==> src/rtl/bdc_pkg.sv <==
package bdc_pkg;
   // Segments of one command, in transmission order.
   typedef enum logic [2:0] {
      SEG_START  = 3'd0,
      SEG_BYTE_A = 3'd1,
      SEG_ACK_A  = 3'd2,
      SEG_BYTE_B = 3'd3,
      SEG_ACK_B  = 3'd4,
      SEG_BYTE_C = 3'd5,
      SEG_ACK_C  = 3'd6,
      SEG_STOP   = 3'd7
   } seg_e;

   typedef enum logic [1:0] {
      ST_IDLE = 2'd0,
      ST_WAIT = 2'd1,
      ST_REQ  = 2'd2
   } st_e;

   typedef struct packed {
      logic scl;
      logic sda;
   } line_t;
endpackage

==> src/rtl/bdc_pattern.sv <==
module bdc_pattern
   import bdc_pkg::*;
#(
   parameter int          BYTE_W = 8,
   parameter logic [BYTE_W-1:0] CMD_A = 8'h9C,
   parameter logic [BYTE_W-1:0] CMD_B = 8'h00
) (
   input  logic              clk,
   input  logic              rst_n,
   input  logic              clear_i,
   input  logic              step_i,
   input  logic [BYTE_W-1:0] byte_i,
   output line_t             lines_o,
   output logic              last_o
);
   localparam int BIT_W = (BYTE_W > 1) ? $clog2(BYTE_W) : 1;
   localparam logic [BIT_W-1:0] BIT_MAX = BIT_W'(BYTE_W - 1);

   seg_e             seg_q;
   logic [BIT_W-1:0] bit_q;
   logic [1:0]       sub_q;
   logic             is_byte;
   logic [BYTE_W-1:0] cur_byte;
   logic             cur_bit;

   assign is_byte = (seg_q == SEG_BYTE_A) || (seg_q == SEG_BYTE_B) || (seg_q == SEG_BYTE_C);

   always_ff @(posedge clk or negedge rst_n) begin
      if (!rst_n) begin
         seg_q <= SEG_START;
         bit_q <= '0;
         sub_q <= '0;
      end else if (clear_i) begin
         seg_q <= SEG_START;
         bit_q <= '0;
         sub_q <= '0;
      end else if (step_i) begin
         if (sub_q == 2'd2) begin
            sub_q <= '0;
            if (is_byte && (bit_q != BIT_MAX)) begin
               bit_q <= bit_q + 1'b1;
            end else begin
               bit_q <= '0;
               seg_q <= seg_e'(seg_q + 3'd1);
            end
         end else begin
            sub_q <= sub_q + 2'd1;
         end
      end
   end

   always_comb begin
      unique case (seg_q)
         SEG_BYTE_A: cur_byte = CMD_A;
         SEG_BYTE_B: cur_byte = CMD_B;
         default:    cur_byte = byte_i;
      endcase
      cur_bit = cur_byte[BIT_MAX - bit_q];
   end

   always_comb begin
      unique case (seg_q)
         SEG_START: begin
            lines_o.scl = (sub_q != 2'd2);
            lines_o.sda = (sub_q == 2'd0);
         end
         SEG_STOP: begin
            lines_o.scl = (sub_q != 2'd0);
            lines_o.sda = (sub_q == 2'd2);
         end
         SEG_ACK_A, SEG_ACK_B, SEG_ACK_C: begin
            lines_o.scl = (sub_q == 2'd1);
            lines_o.sda = 1'b0;
         end
         default: begin
            lines_o.scl = (sub_q == 2'd1);
            lines_o.sda = cur_bit;
         end
      endcase
   end

   assign last_o = (seg_q == SEG_STOP) && (sub_q == 2'd2);
endmodule

==> src/rtl/bdc_gap_timer.sv <==
module bdc_gap_timer #(
   parameter int SPACE_CYC = 1000
) (
   input  logic clk,
   input  logic rst_n,
   input  logic load_i,
   output logic expired_o
);
   localparam int CNT_W = (SPACE_CYC > 1) ? $clog2(SPACE_CYC) : 1;
   localparam logic [CNT_W-1:0] LOAD_VAL = CNT_W'(SPACE_CYC - 1);

   logic [CNT_W-1:0] cnt_q;

   always_ff @(posedge clk or negedge rst_n) begin
      if (!rst_n) begin
         cnt_q <= '0;
      end else if (load_i) begin
         cnt_q <= LOAD_VAL;
      end else if (cnt_q != '0) begin
         cnt_q <= cnt_q - 1'b1;
      end
   end

   assign expired_o = (cnt_q == '0);
endmodule

==> src/rtl/bdc_word_merge.sv <==
module bdc_word_merge
   import bdc_pkg::*;
#(
   parameter int REG_W   = 8,
   parameter int SCL_BIT = 0,
   parameter int SDA_BIT = 1
) (
   input  logic [REG_W-1:0] base_i,
   input  line_t            lines_i,
   output logic [REG_W-1:0] word_o
);
   for (genvar i = 0; i < REG_W; i++) begin : g_bit
      if (i == SCL_BIT) begin : g_scl
         assign word_o[i] = lines_i.scl;
      end else if (i == SDA_BIT) begin : g_sda
         assign word_o[i] = lines_i.sda;
      end else begin : g_base
         assign word_o[i] = base_i[i];
      end
   end
endmodule

==> src/rtl/bias_dac_cmd_tx.sv <==
module bias_dac_cmd_tx
   import bdc_pkg::*;
#(
   parameter int                REG_W     = 8,
   parameter int                ADDR_W    = 8,
   parameter int                BYTE_W    = 8,
   parameter logic [ADDR_W-1:0] REG_ADDR  = 8'h03,
   parameter int                SCL_BIT   = 0,
   parameter int                SDA_BIT   = 1,
   parameter int                SPACE_CYC = 1000,
   parameter logic [BYTE_W-1:0] CMD_A     = 8'h9C,
   parameter logic [BYTE_W-1:0] CMD_B     = 8'h00
) (
   input  logic              clk,
   input  logic              rst_n,
   input  logic              start_i,
   input  logic [BYTE_W-1:0] data_i,
   input  logic [REG_W-1:0]  base_i,
   output logic              busy_o,
   output logic              done_o,
   output logic              wr_req_o,
   output logic [ADDR_W-1:0] wr_addr_o,
   output logic [REG_W-1:0]  wr_data_o,
   input  logic              wr_done_i
);
   if (SCL_BIT == SDA_BIT) begin : g_bad_lines
      $error("clock and data lines must use different bits");
   end
   if (SCL_BIT >= REG_W || SDA_BIT >= REG_W || SCL_BIT < 0 || SDA_BIT < 0) begin : g_bad_pos
      $error("line bit position outside register word");
   end
   if (SPACE_CYC < 1) begin : g_bad_space
      $error("SPACE_CYC must be at least 1");
   end
   if (BYTE_W < 2) begin : g_bad_byte
      $error("BYTE_W must be at least 2");
   end

   st_e               st_q;
   logic [BYTE_W-1:0] data_q;
   logic [REG_W-1:0]  base_q;
   logic              done_q;
   logic              accept;
   logic              handshake;
   logic              expired;
   logic              last;
   line_t             lines;

   assign accept    = (st_q == ST_IDLE) && start_i;
   assign handshake = (st_q == ST_REQ) && wr_done_i;

   always_ff @(posedge clk or negedge rst_n) begin
      if (!rst_n) begin
         st_q   <= ST_IDLE;
         data_q <= '0;
         base_q <= '0;
         done_q <= 1'b0;
      end else begin
         done_q <= handshake && last;
         unique case (st_q)
            ST_IDLE: if (start_i) begin
               st_q   <= ST_WAIT;
               data_q <= data_i;
               base_q <= base_i;
            end
            ST_WAIT: if (expired) st_q <= ST_REQ;
            ST_REQ:  if (wr_done_i) st_q <= last ? ST_IDLE : ST_WAIT;
            default: st_q <= ST_IDLE;
         endcase
      end
   end

   bdc_pattern #(
      .BYTE_W (BYTE_W),
      .CMD_A  (CMD_A),
      .CMD_B  (CMD_B)
   ) u_pattern (
      .clk     (clk),
      .rst_n   (rst_n),
      .clear_i (accept),
      .step_i  (handshake),
      .byte_i  (data_q),
      .lines_o (lines),
      .last_o  (last)
   );

   bdc_gap_timer #(
      .SPACE_CYC (SPACE_CYC)
   ) u_gap (
      .clk       (clk),
      .rst_n     (rst_n),
      .load_i    ((st_q == ST_WAIT) && expired),
      .expired_o (expired)
   );

   bdc_word_merge #(
      .REG_W   (REG_W),
      .SCL_BIT (SCL_BIT),
      .SDA_BIT (SDA_BIT)
   ) u_merge (
      .base_i  (base_q),
      .lines_i (lines),
      .word_o  (wr_data_o)
   );

   assign busy_o    = (st_q != ST_IDLE);
   assign done_o    = done_q;
   assign wr_req_o  = (st_q == ST_REQ);
   assign wr_addr_o = REG_ADDR;
endmodule

==> config.mk <==
export PLATFORM = sky130hd
export DESIGN_NAME = bias_dac_cmd_tx
export DESIGN_NICKNAME = d
export VERILOG_FILES = /design/src/rtl/bdc_pkg.sv /design/src/rtl/bdc_pattern.sv /design/src/rtl/bdc_gap_timer.sv /design/src/rtl/bdc_word_merge.sv /design/src/rtl/bias_dac_cmd_tx.sv
export SDC_FILE = /design/constraint.sdc
export NUM_CORES = 1
export LEC_CHECK = 0
export BUFFER_PORTS_ARGS = -buffer_cell sky130_fd_sc_hd__buf_4
export CORE_MARGIN = 2
export CORE_UTILIZATION = 55
export CTS_CLUSTER_DIAMETER = 200
export DETAILED_ROUTE_END_ITERATION = 16
export PLACE_DENSITY = 0.9
export REMOVE_ABC_BUFFERS = 1
export SLEW_MARGIN = 20
export SYNTH_ARGS = -nofsm -noshare
export SYNTH_HDL_FRONTEND = slang
export SYNTH_HIERARCHICAL = 1
export SYNTH_SLANG_ARGS = --single-unit
==> constraint.sdc <==
create_clock -name clk -period 2.7 [get_ports clk]
set_input_delay 0.27 -clock clk [delete_from_list [all_inputs] [get_ports clk]]
set_output_delay 0.27 -clock clk [all_outputs]
set_load 0.01 [all_outputs]
==> results.rst, run 1 <==
.. list-table::
   :header-rows: 1

   * - Metric
     - Value
   * - Mean number of vias per cell
     - 5.62
   * - # port buffers
     - 28
   * - Max-Cap Viols
     - 0
   * - Total vias in the final route
     - 1439
   * - Run status
     - finished clean
   * - Leak Pwr
     - 1.07 nW
   * - First-pass GRT wire length
     - 6.43 mm
   * - Yosys warns
     - 6
   * - Pre-CTS worst setup slack
     - 0.449 ns
   * - Worst slew slack as a fraction of its limit
     - 0.621
   * - Count of antenna-violating nets left after detailed routing
     - 0
   * - Maximum ir drop on the vdd rail
     - 486 uV
   * - Floorplan core area
     - 0.00361 mm2
   * - Worst endpoint required time
     - 2.86 ns
   * - Pins over their slew limit
     - 0
   * - Pwr Total
     - 2.36 mW
   * - Number of endpoints failing setup at the final stage
     - 0
   * - Area of the mapped netlist
     - 0.00204 mm2
   * - CTS tree
     - built
   * - Arrival time worst endpoint
     - 2.45 ns
   * - Gate Count Post-Synth
     - 184
   * - Launching element type of the critical path
     - register
   * - Initial Utilization
     - 0.566
   * - Area growth from synthesis to layout
     - 13.3%
   * - Placed wire-length estimate after detailed placement
     - 2.63 mm
   * - CTS hold repair buffers
     - 1
   * - Total Routed Length
     - 3.71 mm
   * - NumNets Final
     - 236
   * - Gr ovfl total
     - 0
   * - Final period demand of the worst path
     - 2.30 ns
   * - N_diodes
     - 0
   * - Resized Gates After CTS
     - 0
   * - Site row count
     - 22
   * - Critical path capture point type
     - register
   * - Worst hold-check path type
     - in -> reg
   * - Final TNS setup
     - 0 ns
   * - CTS HTree Levels
     - 2
   * - Max Buffers Root-to-Sink
     - 2
   * - CP top delay family
     - simple AND/OR/NAND/NOR gates
   * - Final RePlAce weighted congestion
     - 0.837
   * - Most frequent standard cell in the layout excluding fill and tap cells
     - sky130_fd_sc_hd__dfrtp_1
   * - Top-level port count
     - 39
   * - Via count of the first global-routing pass
     - 1459
   * - Most repeated library cell on the critical path
     - sky130_fd_sc_hd__inv_1
   * - Critical path's slowest cell
     - sky130_fd_sc_hd__or4b_1
   * - Highest-count cells in the layout ignoring fill and taps
     - 35 x sky130_fd_sc_hd__dfrtp_1, 30 x sky130_fd_sc_hd__buf_4, 12 x sky130_fd_sc_hd__nor2_1, 10 x sky130_fd_sc_hd__inv_1
   * - Hold Fails Final Rpt
     - 0
   * - Initial antenna violation count
     - 0
   * - Height of the chip
     - 64.9 um
   * - Worst-case clock skew
     - 0.00455 ns
   * - Global router's overall resource usage
     - 0.199
   * - Mean instance size in the synthesized netlist
     - 11.1 um2
   * - Critical path buffers and inverters
     - 2
   * - Minimum setup slack in the final design
     - 0.403 ns
   * - Cell at the root of the clock tree
     - sky130_fd_sc_hd__clkbuf_8
   * - Clock latency on the worst-skew pair
     - 0.28 ns
   * - Register clock-pin slew on the reported worst setup and hold paths
     - 0.07 ns
   * - Area enclosed by the die boundary
     - 0.00421 mm2
   * - Routed WL per cell
     - 14.5 um
   * - Clock Sink Count
     - 35
   * - Iter 0 DRT Violations
     - 77
   * - Transition time of the tightest slew-check pin
     - 0.563 ns
   * - Largest stage delay on the critical path
     - 0.55 ns
   * - Count of unresolved DRC violations after routing
     - 0
   * - Maximum number of pins on one net before global-route repair
     - 36
   * - Power Dens Cells
     - 1020 mW/mm2
   * - Setup repair after global routing missed its margin
     - no
   * - Fill cells
     - 293
   * - Fmax
     - 0.435 GHz
   * - Fraction of the cycle the final worst path needs
     - 0.851
   * - Crit-path cells
     - inv_1 -> ha_1 -> or4b_1 -> nor3_2 -> and3b_2 -> inv_1 -> o311ai_0 -> o31ai_1
   * - Horizontal extent of the die
     - 64.9 um
   * - Setup bufs post-CTS
     - 0
   * - Class of the most critical setup path
     - reg -> reg
   * - Initial DRT Pass Iterations
     - 4
   * - Layout cells sized above 1
     - 0.317
   * - CTS Buf Count
     - 5
   * - Maximum fanout along the worst path
     - 13
state kept, by name, indices dropped and copies added (netlist names):
| name | cells |
|---|---|
| data_q | 8 |
| base_q | 6 |
| done_o | 1 |
| u_pattern/seg_q | 3 |
| st_q | 2 |
| u_gap/cnt_q | 10 |
| u_pattern/bit_q | 3 |
| u_pattern/sub_q | 2 |
power breakdown:
group	switching [mW]	total [mW]	internal, mW	leakage, nW
registers	0.212	0.952	0.740	0.430
logic	0.408	0.935	0.526	0.586
clock network	0.195	0.469	0.275	0.0581
total	0.814	2.36	1.54	1.07
worst paths after layout:
| path | slack (ns) | cells past startpoint | to | start |
|---|---|---|---|---|
| max in group asynchronous | 1.93 | 2 | done_o | rst_n |
| max reg2reg | 0.40 | 8 | u_gap/cnt_q[3] | u_gap/cnt_q[0] |
| min in group asynchronous | 0.47 | 2 | u_pattern/seg_q[0] | rst_n |
| max | 0.40 | 8 | u_gap/cnt_q[3] | u_gap/cnt_q[0] |
| min | 0.20 | 2 | data_q[4] | data_i[4] |
| min reg2reg | 0.51 | 1 | data_q[0] | data_q[0] |
per-stage QoR:
stage / instances / area (um2) / hold WS (ns) / util
6_report: 256 / 2310 / 0.204 / 0.641
5_1_grt: 256 / 2310 / 0.195 / 0.641
4_1_cts: 256 / 2310 / 0.197 / 0.641
3_5_place_dp: 247 / 2190 / 0.248 / 0.607
3_3_place_gp: 247 / 2190 / 0.248 / 0.607
2_1_floorplan: 169 / 1900 / -0.0256 / -
routing by layer:
metal  up-vias  global-route usage  part of all wire
li1        686                   -                 -
met2        39               0.311              0.50
met3         5              0.0347             0.038
met5         -                   0                 0
met4         0               0.104             0.018
met1       709               0.266              0.44
layout make-up:
type / instances / area (um2) / area share
Multi-Input combinational cell: 124 / 991 / 0.429
Tap cell: 48 / 60.1 / 0.0260
Clock inverter: 3 / 43.8 / 0.0189
Sequential cell: 35 / 876 / 0.379
Clock buffer: 5 / 68.8 / 0.0298
Inverter: 10 / 37.5 / 0.0162
Timing Repair Buffer: 31 / 235 / 0.102
No activity file was read; power rests on OpenSTA's default activity.
==> run 2: changes to the inputs <==
PLACE_DENSITY = 0.89   (was 0.9)
REMOVE_ABC_BUFFERS = default   (was 1)
clock period = 2.6 ns   (was 2.7 ns; I/O delays follow)
==> results.rst, run 2 (synthesized netlist as in run 1, its figures left out) <==
.. list-table::
   :header-rows: 1

   * - Metric
     - Value
   * - CTS HTree Levels
     - 2 (unchanged)
   * - CP top delay family
     - simple AND/OR/NAND/NOR gates (unchanged)
   * - Global router's overall resource usage
     - 0.182 (was 0.199)
   * - Registers with the most flip-flops
     - u_gap/cnt_q: 10 flops, data_q: 8 flops, base_q: 6 flops (unchanged)
   * - Setup repair after global routing missed its margin
     - no (unchanged)
   * - Class of the most critical setup path
     - reg -> reg (unchanged)
   * - Final period demand of the worst path
     - 2.26 ns (was 2.30 ns)
   * - Largest stage delay on the critical path
     - 0.53 ns (was 0.55 ns)
   * - Maximum fanout along the worst path
     - 13 (unchanged)
   * - Worst slew slack as a fraction of its limit
     - 0.646 (was 0.621)
   * - Max Buffers Root-to-Sink
     - 2 (unchanged)
   * - Site row count
     - 22 (unchanged)
   * - Hold Fails Final Rpt
     - 0 (unchanged)
   * - End of the worst register-to-register path
     - u_gap/cnt_q[3] (unchanged)
   * - Final RePlAce weighted congestion
     - 0.855 (was 0.837)
   * - Launching element type of the critical path
     - register (unchanged)
   * - Resized Gates After CTS
     - 0 (unchanged)
   * - Max-Cap Viols
     - 0 (unchanged)
   * - Startpoint of the worst register-to-register path
     - u_gap/cnt_q[0] (unchanged)
   * - Worst reg2reg path depth
     - 8 (unchanged)
   * - Cell at the root of the clock tree
     - sky130_fd_sc_hd__clkbuf_8 (unchanged)
   * - Met2 global-route usage
     - 0.256 (was 0.311)
   * - Initial antenna violation count
     - 0 (unchanged)
   * - Worst endpoint required time
     - 2.76 ns (was 2.86 ns)
   * - Most repeated library cell on the critical path
     - sky130_fd_sc_hd__inv_1 (unchanged)
   * - Highest-count cells in the layout ignoring fill and taps
     - 35 x sky130_fd_sc_hd__dfrtp_1, 30 x sky130_fd_sc_hd__buf_4, 12 x sky130_fd_sc_hd__nor2_1, 10 x sky130_fd_sc_hd__inv_1 (unchanged)
   * - Via count of the first global-routing pass
     - 1307 (was 1459)
   * - NumNets Final
     - 236 (unchanged)
   * - Pins over their slew limit
     - 0 (unchanged)
   * - Gr ovfl total
     - 0 (unchanged)
   * - Initial Utilization
     - 0.566 (unchanged)
   * - Pwr Total
     - 2.31 mW (was 2.36 mW)
   * - Maximum ir drop on the vdd rail
     - 350 uV (was 486 uV)
   * - Register clock-pin slew on the reported worst setup and hold paths
     - 0.07 ns (about the same)
   * - Clock latency on the worst-skew pair
     - 0.29 ns (was 0.28 ns)
   * - Total vias in the final route
     - 1406 (was 1439)
   * - First-pass GRT wire length
     - 5.92 mm (was 6.43 mm)
   * - CTS hold repair buffers
     - 1 (unchanged)
   * - N_diodes
     - 0 (unchanged)
   * - Area enclosed by the die boundary
     - 0.00421 mm2 (unchanged)
   * - Horizontal extent of the die
     - 64.9 um (unchanged)
   * - Arrival time worst endpoint
     - 2.41 ns (was 2.45 ns)
   * - Worst-case clock skew
     - 0.00761 ns (was 0.00455 ns)
   * - Clock Sink Count
     - 35 (unchanged)
   * - Cell count of the worst hold path
     - 2 (unchanged)
   * - Placed wire-length estimate after detailed placement
     - 2.44 mm (was 2.63 mm)
   * - Top-level port count
     - 39 (unchanged)
   * - Design internal power
     - 1.50 mW (was 1.54 mW)
   * - # port buffers
     - 28 (unchanged)
   * - Crit-path cells
     - inv_1 -> ha_1 -> or4b_1 -> nor3_2 -> and3b_2 -> inv_1 -> o311ai_0 -> o31ai_1 (unchanged)
   * - Clk pwr share
     - 0.161 (was 0.199)
   * - Met1 Track Usage GR
     - 0.256 (was 0.266)
   * - Flip-flop count of the largest register, all copies and words added
     - 10 (unchanged)
   * - Critical path buffers and inverters
     - 2 (unchanged)
   * - Height of the chip
     - 64.9 um (unchanged)
   * - Mean number of vias per cell
     - 5.49 (was 5.62)
   * - Sequential share of power
     - 0.423 (was 0.404)
   * - Area growth from synthesis to layout
     - 11.8% (was 13.3%)
   * - Count of unresolved DRC violations after routing
     - 0 (unchanged)
   * - Layer with the highest usage after global routing
     - met2 (unchanged)
   * - Count of antenna-violating nets left after detailed routing
     - 0 (unchanged)
   * - Critical path capture point type
     - register (unchanged)
   * - Net switching power
     - 806 uW (was 814 uW)
   * - Power Dens Cells
     - 1010 mW/mm2 (was 1020 mW/mm2)
   * - Worst hold path startpoint
     - base_i[7] (was data_i[4])
   * - Run status
     - finished clean (unchanged)
   * - Iter 0 DRT Violations
     - 83 (was 77)
   * - Critical path's slowest cell
     - sky130_fd_sc_hd__or4b_1 (unchanged)
   * - Top register by number of flip-flops
     - u_gap/cnt_q (unchanged)
   * - CTS Buf Count
     - 5 (unchanged)
   * - Number of endpoints failing setup at the final stage
     - 0 (unchanged)
   * - Fill cells
     - 285 (was 293)
   * - Fraction of the cycle the final worst path needs
     - 0.868 (was 0.851)
   * - Worst hold-check path type
     - in -> reg (unchanged)
   * - Leak Pwr
     - 1.06 nW (was 1.07 nW)
   * - Initial DRT Pass Iterations
     - 4 (unchanged)
   * - Total Routed Length
     - 3.42 mm (was 3.71 mm)
   * - Transition time of the tightest slew-check pin
     - 0.530 ns (was 0.563 ns)
   * - Final TNS setup
     - 0 ns (unchanged)
   * - Setup bufs post-CTS
     - 0 (unchanged)
   * - Maximum number of pins on one net before global-route repair
     - 36 (unchanged)
   * - Hold-critical path endpoint
     - base_q[7] (was data_q[4])
   * - Routed WL per cell
     - 13.4 um (was 14.5 um)
   * - Fmax
     - 0.443 GHz (was 0.435 GHz)
   * - Floorplan core area
     - 0.00361 mm2 (unchanged)
   * - Logic gate share of total power
     - 0.416 (was 0.397)
   * - Layout cells sized above 1
     - 0.308 (was 0.317)
   * - CTS tree
     - built (unchanged)
   * - Switching power share of the total
     - 0.349 (was 0.346)
   * - Most frequent standard cell in the layout excluding fill and tap cells
     - sky130_fd_sc_hd__dfrtp_1 (unchanged)
   * - Worst reg2reg setup slack
     - 0.34 ns (was 0.40 ns)
   * - Met3 track demand over resource in global routing
     - 0.0538 (was 0.0347)
run 2: how the worst max path moves through the flow:
stage               cells past startpoint           start             end  slack, ns
floorplan                               8  u_gap/cnt_q[0]  u_gap/cnt_q[0]       0.32
global placement                        8  u_gap/cnt_q[0]  u_gap/cnt_q[3]       0.39
detailed placement                      8  u_gap/cnt_q[0]  u_gap/cnt_q[3]       0.37
CTS                                     8  u_gap/cnt_q[0]  u_gap/cnt_q[3]       0.35
global route                            8  u_gap/cnt_q[0]  u_gap/cnt_q[3]       0.18
finish                                  8  u_gap/cnt_q[0]  u_gap/cnt_q[3]       0.34
run 2: worst register-to-register path, stage by stage, from the launching register on:
cell and delay [ns]:
sky130_fd_sc_hd__dfrtp_1 0.41, sky130_fd_sc_hd__inv_1 0.09, sky130_fd_sc_hd__ha_1 0.22, sky130_fd_sc_hd__or4b_1 0.53, sky130_fd_sc_hd__nor3_2 0.21, sky130_fd_sc_hd__and3b_2 0.35, sky130_fd_sc_hd__inv_1 0.09, sky130_fd_sc_hd__o311ai_0 0.11
sky130_fd_sc_hd__o31ai_1 0.12
run 2: layout make-up:
cell class                 count  area, um2  area share
timing repair buffer          31        235       0.103
clock buffer                   7       76.3      0.0335
tap                           48       60.1      0.0263
inverter                      10       37.5      0.0165
sequential                    35        876       0.384
clock inverter                 1       5.00     0.00219
multi-input combinational    124        991       0.434
run 2: metal layers:
layer,part of all wire,wire length [um]
met5,0,0
met4,0.013,46
met3,0.053,181
met2,0.45,1550
met1,0.48,1640
run 2: metrics by stage:
stage / cell area [um2] / utilization / instances / setup slack [ns] / hold slack [ns]
after floorplan: 2060 / - / 190 / 0.320 / -0.0356
after global placement: 2190 / 0.607 / 247 / 0.390 / 0.234
after detailed placement: 2190 / 0.607 / 247 / 0.369 / 0.235
after CTS: 2280 / 0.633 / 256 / 0.355 / 0.194
after global routing: 2280 / 0.633 / 256 / 0.182 / 0.191
final: 2280 / 0.633 / 256 / 0.344 / 0.199
run 2: power by group through the flow:
stage | Combinational, mW | Sequential [mW] | Clock (mW)
floorplan | 0.852 | 0.915 | 0
global placement | 0.936 | 0.969 | 0
detailed placement | 0.958 | 0.978 | 0
CTS | 0.966 | 0.974 | 0.381
global route | 1.07 | 1.01 | 0.412
finish | 0.960 | 0.977 | 0.370
==> run 3: changes to the inputs <==
CORE_ASPECT_RATIO = 1.5   (was default)
PLACE_DENSITY = default   (was 0.89)
PLACE_DENSITY_LB_ADDON = 0.25   (was default)
==> results.rst, run 3 (synthesized netlist as in run 1, its figures left out) <==
.. list-table::
   :header-rows: 1

   * - Metric
     - Value
   * - Number of endpoints failing setup at the final stage
     - 0 (unchanged)
   * - Fmax
     - 0.431 GHz (was 0.443 GHz)
   * - CTS tree
     - built (unchanged)
   * - Floorplan core area
     - 0.00361 mm2 (about the same)
   * - Registers with the most flip-flops
     - u_gap/cnt_q: 10 flops, data_q: 8 flops, base_q: 6 flops (unchanged)
   * - End of the worst register-to-register path
     - u_gap/cnt_q[3] (unchanged)
   * - Height of the chip
     - 78.6 um (was 64.9 um)
   * - Worst hold path startpoint
     - base_i[7] (unchanged)
   * - Design internal power
     - 1.50 mW (about the same)
   * - Total vias in the final route
     - 1414 (was 1406)
   * - Top-level port count
     - 39 (unchanged)
   * - CP top delay family
     - simple AND/OR/NAND/NOR gates (unchanged)
   * - Total Routed Length
     - 3.97 mm (was 3.42 mm)
   * - CTS hold repair buffers
     - 1 (unchanged)
   * - Largest stage delay on the critical path
     - 0.53 ns (about the same)
   * - Max-Cap Viols
     - 0 (unchanged)
   * - Crit-path cells
     - inv_1 -> ha_1 -> or4b_1 -> nor3_2 -> and3b_2 -> inv_1 -> o311ai_0 -> o31ai_1 (unchanged)
   * - Setup bufs post-CTS
     - 0 (unchanged)
   * - Initial antenna violation count
     - 0 (unchanged)
   * - Worst reg2reg setup slack
     - 0.28 ns (was 0.34 ns)
   * - Worst slew slack as a fraction of its limit
     - 0.629 (was 0.646)
   * - Flip-flop count of the largest register, all copies and words added
     - 10 (unchanged)
   * - Switching power share of the total
     - 0.358 (was 0.349)
   * - Clock Sink Count
     - 35 (unchanged)
   * - Net switching power
     - 837 uW (was 806 uW)
   * - Final period demand of the worst path
     - 2.32 ns (was 2.26 ns)
   * - Cell at the root of the clock tree
     - sky130_fd_sc_hd__clkbuf_8 (unchanged)
   * - Startpoint of the worst register-to-register path
     - u_gap/cnt_q[0] (unchanged)
   * - Top register by number of flip-flops
     - u_gap/cnt_q (unchanged)
   * - Final TNS setup
     - 0 ns (unchanged)
   * - Mean number of vias per cell
     - 5.63 (was 5.49)
   * - Register clock-pin slew on the reported worst setup and hold paths
     - 0.07 ns (about the same)
   * - Most repeated library cell on the critical path
     - sky130_fd_sc_hd__inv_1 (unchanged)
   * - CTS HTree Levels
     - 2 (unchanged)
   * - Maximum number of pins on one net before global-route repair
     - 36 (unchanged)
   * - Launching element type of the critical path
     - register (unchanged)
   * - # port buffers
     - 28 (unchanged)
   * - Setup repair after global routing missed its margin
     - no (unchanged)
   * - Pwr Total
     - 2.34 mW (was 2.31 mW)
   * - Highest-count cells in the layout ignoring fill and taps
     - 35 x sky130_fd_sc_hd__dfrtp_1, 30 x sky130_fd_sc_hd__buf_4, 12 x sky130_fd_sc_hd__nor2_1, 10 x sky130_fd_sc_hd__inv_1 (unchanged)
   * - Routed WL per cell
     - 15.8 um (was 13.4 um)
   * - Met2 global-route usage
     - 0.410 (was 0.256)
   * - Hold Fails Final Rpt
     - 0 (unchanged)
   * - Pins over their slew limit
     - 0 (unchanged)
   * - Worst-case clock skew
     - 0.00761 ns (about the same)
   * - Max Buffers Root-to-Sink
     - 2 (unchanged)
   * - Critical path buffers and inverters
     - 2 (unchanged)
   * - Leak Pwr
     - 1.06 nW (unchanged)
   * - Layout cells sized above 1
     - 0.308 (unchanged)
   * - Final RePlAce weighted congestion
     - 0.823 (was 0.855)
   * - Maximum fanout along the worst path
     - 13 (unchanged)
   * - Critical path's slowest cell
     - sky130_fd_sc_hd__or4b_1 (unchanged)
   * - Global router's overall resource usage
     - 0.218 (was 0.182)
   * - CTS Buf Count
     - 5 (unchanged)
   * - NumNets Final
     - 236 (unchanged)
   * - Arrival time worst endpoint
     - 2.47 ns (was 2.41 ns)
   * - Power Dens Cells
     - 1030 mW/mm2 (was 1010 mW/mm2)
   * - Clk pwr share
     - 0.159 (was 0.161)
   * - Placed wire-length estimate after detailed placement
     - 2.92 mm (was 2.44 mm)
   * - Fill cells
     - 301 (was 285)
   * - Fraction of the cycle the final worst path needs
     - 0.893 (was 0.868)
   * - Worst hold-check path type
     - in -> reg (unchanged)
   * - Worst reg2reg path depth
     - 8 (unchanged)
   * - Site row count
     - 27 (was 22)
   * - Count of unresolved DRC violations after routing
     - 0 (unchanged)
   * - Area growth from synthesis to layout
     - 11.5% (was 11.8%)
   * - Initial Utilization
     - 0.565 (was 0.566)
   * - Cell count of the worst hold path
     - 2 (unchanged)
   * - Run status
     - finished clean (unchanged)
   * - Layer with the highest usage after global routing
     - met2 (unchanged)
   * - Most frequent standard cell in the layout excluding fill and tap cells
     - sky130_fd_sc_hd__dfrtp_1 (unchanged)
   * - Class of the most critical setup path
     - reg -> reg (unchanged)
   * - Iter 0 DRT Violations
     - 38 (was 83)
   * - Worst endpoint required time
     - 2.75 ns (was 2.76 ns)
   * - First-pass GRT wire length
     - 6.77 mm (was 5.92 mm)
   * - Logic gate share of total power
     - 0.419 (was 0.416)
   * - Met1 Track Usage GR
     - 0.213 (was 0.256)
   * - Critical path capture point type
     - register (unchanged)
   * - Sequential share of power
     - 0.422 (was 0.423)
   * - Via count of the first global-routing pass
     - 1536 (was 1307)
   * - Initial DRT Pass Iterations
     - 4 (unchanged)
   * - Gr ovfl total
     - 0 (unchanged)
   * - Horizontal extent of the die
     - 53.7 um (was 64.9 um)
   * - Maximum ir drop on the vdd rail
     - 684 uV (was 350 uV)
   * - Met3 track demand over resource in global routing
     - 0.0532 (was 0.0538)
   * - Clock latency on the worst-skew pair
     - 0.29 ns (about the same)
   * - Transition time of the tightest slew-check pin
     - 0.542 ns (was 0.530 ns)
   * - Count of antenna-violating nets left after detailed routing
     - 0 (unchanged)
   * - N_diodes
     - 0 (unchanged)
   * - Resized Gates After CTS
     - 0 (unchanged)
   * - Hold-critical path endpoint
     - base_q[7] (unchanged)
   * - Area enclosed by the die boundary
     - 0.00422 mm2 (was 0.00421 mm2)
run 3: cell counts in the layout (fill, tap and decap cells not counted):
Identical to the previous run, type by type.
run 3: power by group through the flow:
stage	Clock [mW]	Combinational (mW)	Sequential [mW]
after floorplan	0	0.852	0.915
after global placement	0	0.933	0.970
after detailed placement	0	0.982	0.992
after CTS	0.389	0.989	0.983
after global routing	0.411	1.09	1.02
final	0.372	0.981	0.987
run 3: per-stage QoR:
stage	hold slack (ns)	std cells	instance area, um2	worst slack, ns	util
after floorplan	-0.0356	190	2060	0.320	-
after global placement	0.229	242	2180	0.406	0.604
after detailed placement	0.244	242	2180	0.315	0.604
after CTS	0.190	251	2270	0.296	0.629
after global routing	0.186	251	2270	0.0834	0.629
final	0.199	251	2270	0.278	0.629
run 3: how the worst max path moves through the flow:
stage | startpoint | end | slack (ns) | cells past startpoint
floorplan | u_gap/cnt_q[0] | u_gap/cnt_q[0] | 0.32 | 8
global placement | u_gap/cnt_q[0] | u_gap/cnt_q[3] | 0.41 | 8
detailed placement | u_gap/cnt_q[0] | u_gap/cnt_q[3] | 0.32 | 8
CTS | u_gap/cnt_q[0] | u_gap/cnt_q[3] | 0.30 | 8
global route | u_gap/cnt_q[0] | u_gap/cnt_q[3] | 0.08 | 8
finish | u_gap/cnt_q[0] | u_gap/cnt_q[3] | 0.28 | 8
run 3: area by class of cell:
cell class | instances | area (um2) | area share
multi-input combinational | 124 | 991 | 0.436
timing repair buffer | 31 | 235 | 0.103
clock buffer | 7 | 76.3 | 0.0336
tap | 43 | 53.8 | 0.0237
inverter | 10 | 37.5 | 0.0165
sequential | 35 | 876 | 0.385
clock inverter | 1 | 5.00 | 0.00220
run 3: layer usage:
metal	part of all wire	up-vias	wire length, um
met5	0	-	0
li1	-	680	-
met1	0.37	709	1490
met4	0.0096	0	38
met2	0.58	21	2320
met3	0.031	4	121
run 3: worst register-to-register path, delay by kind of cell (launching register included):
kind,cells,cell delay [ns]
adder cells (fa/ha/maj),1,0.24
flip-flops,1,0.40
AO/OA/AOI/OAI,2,0.24
buffers and inverters,2,0.19
AND/OR/NAND/NOR,3,1.12
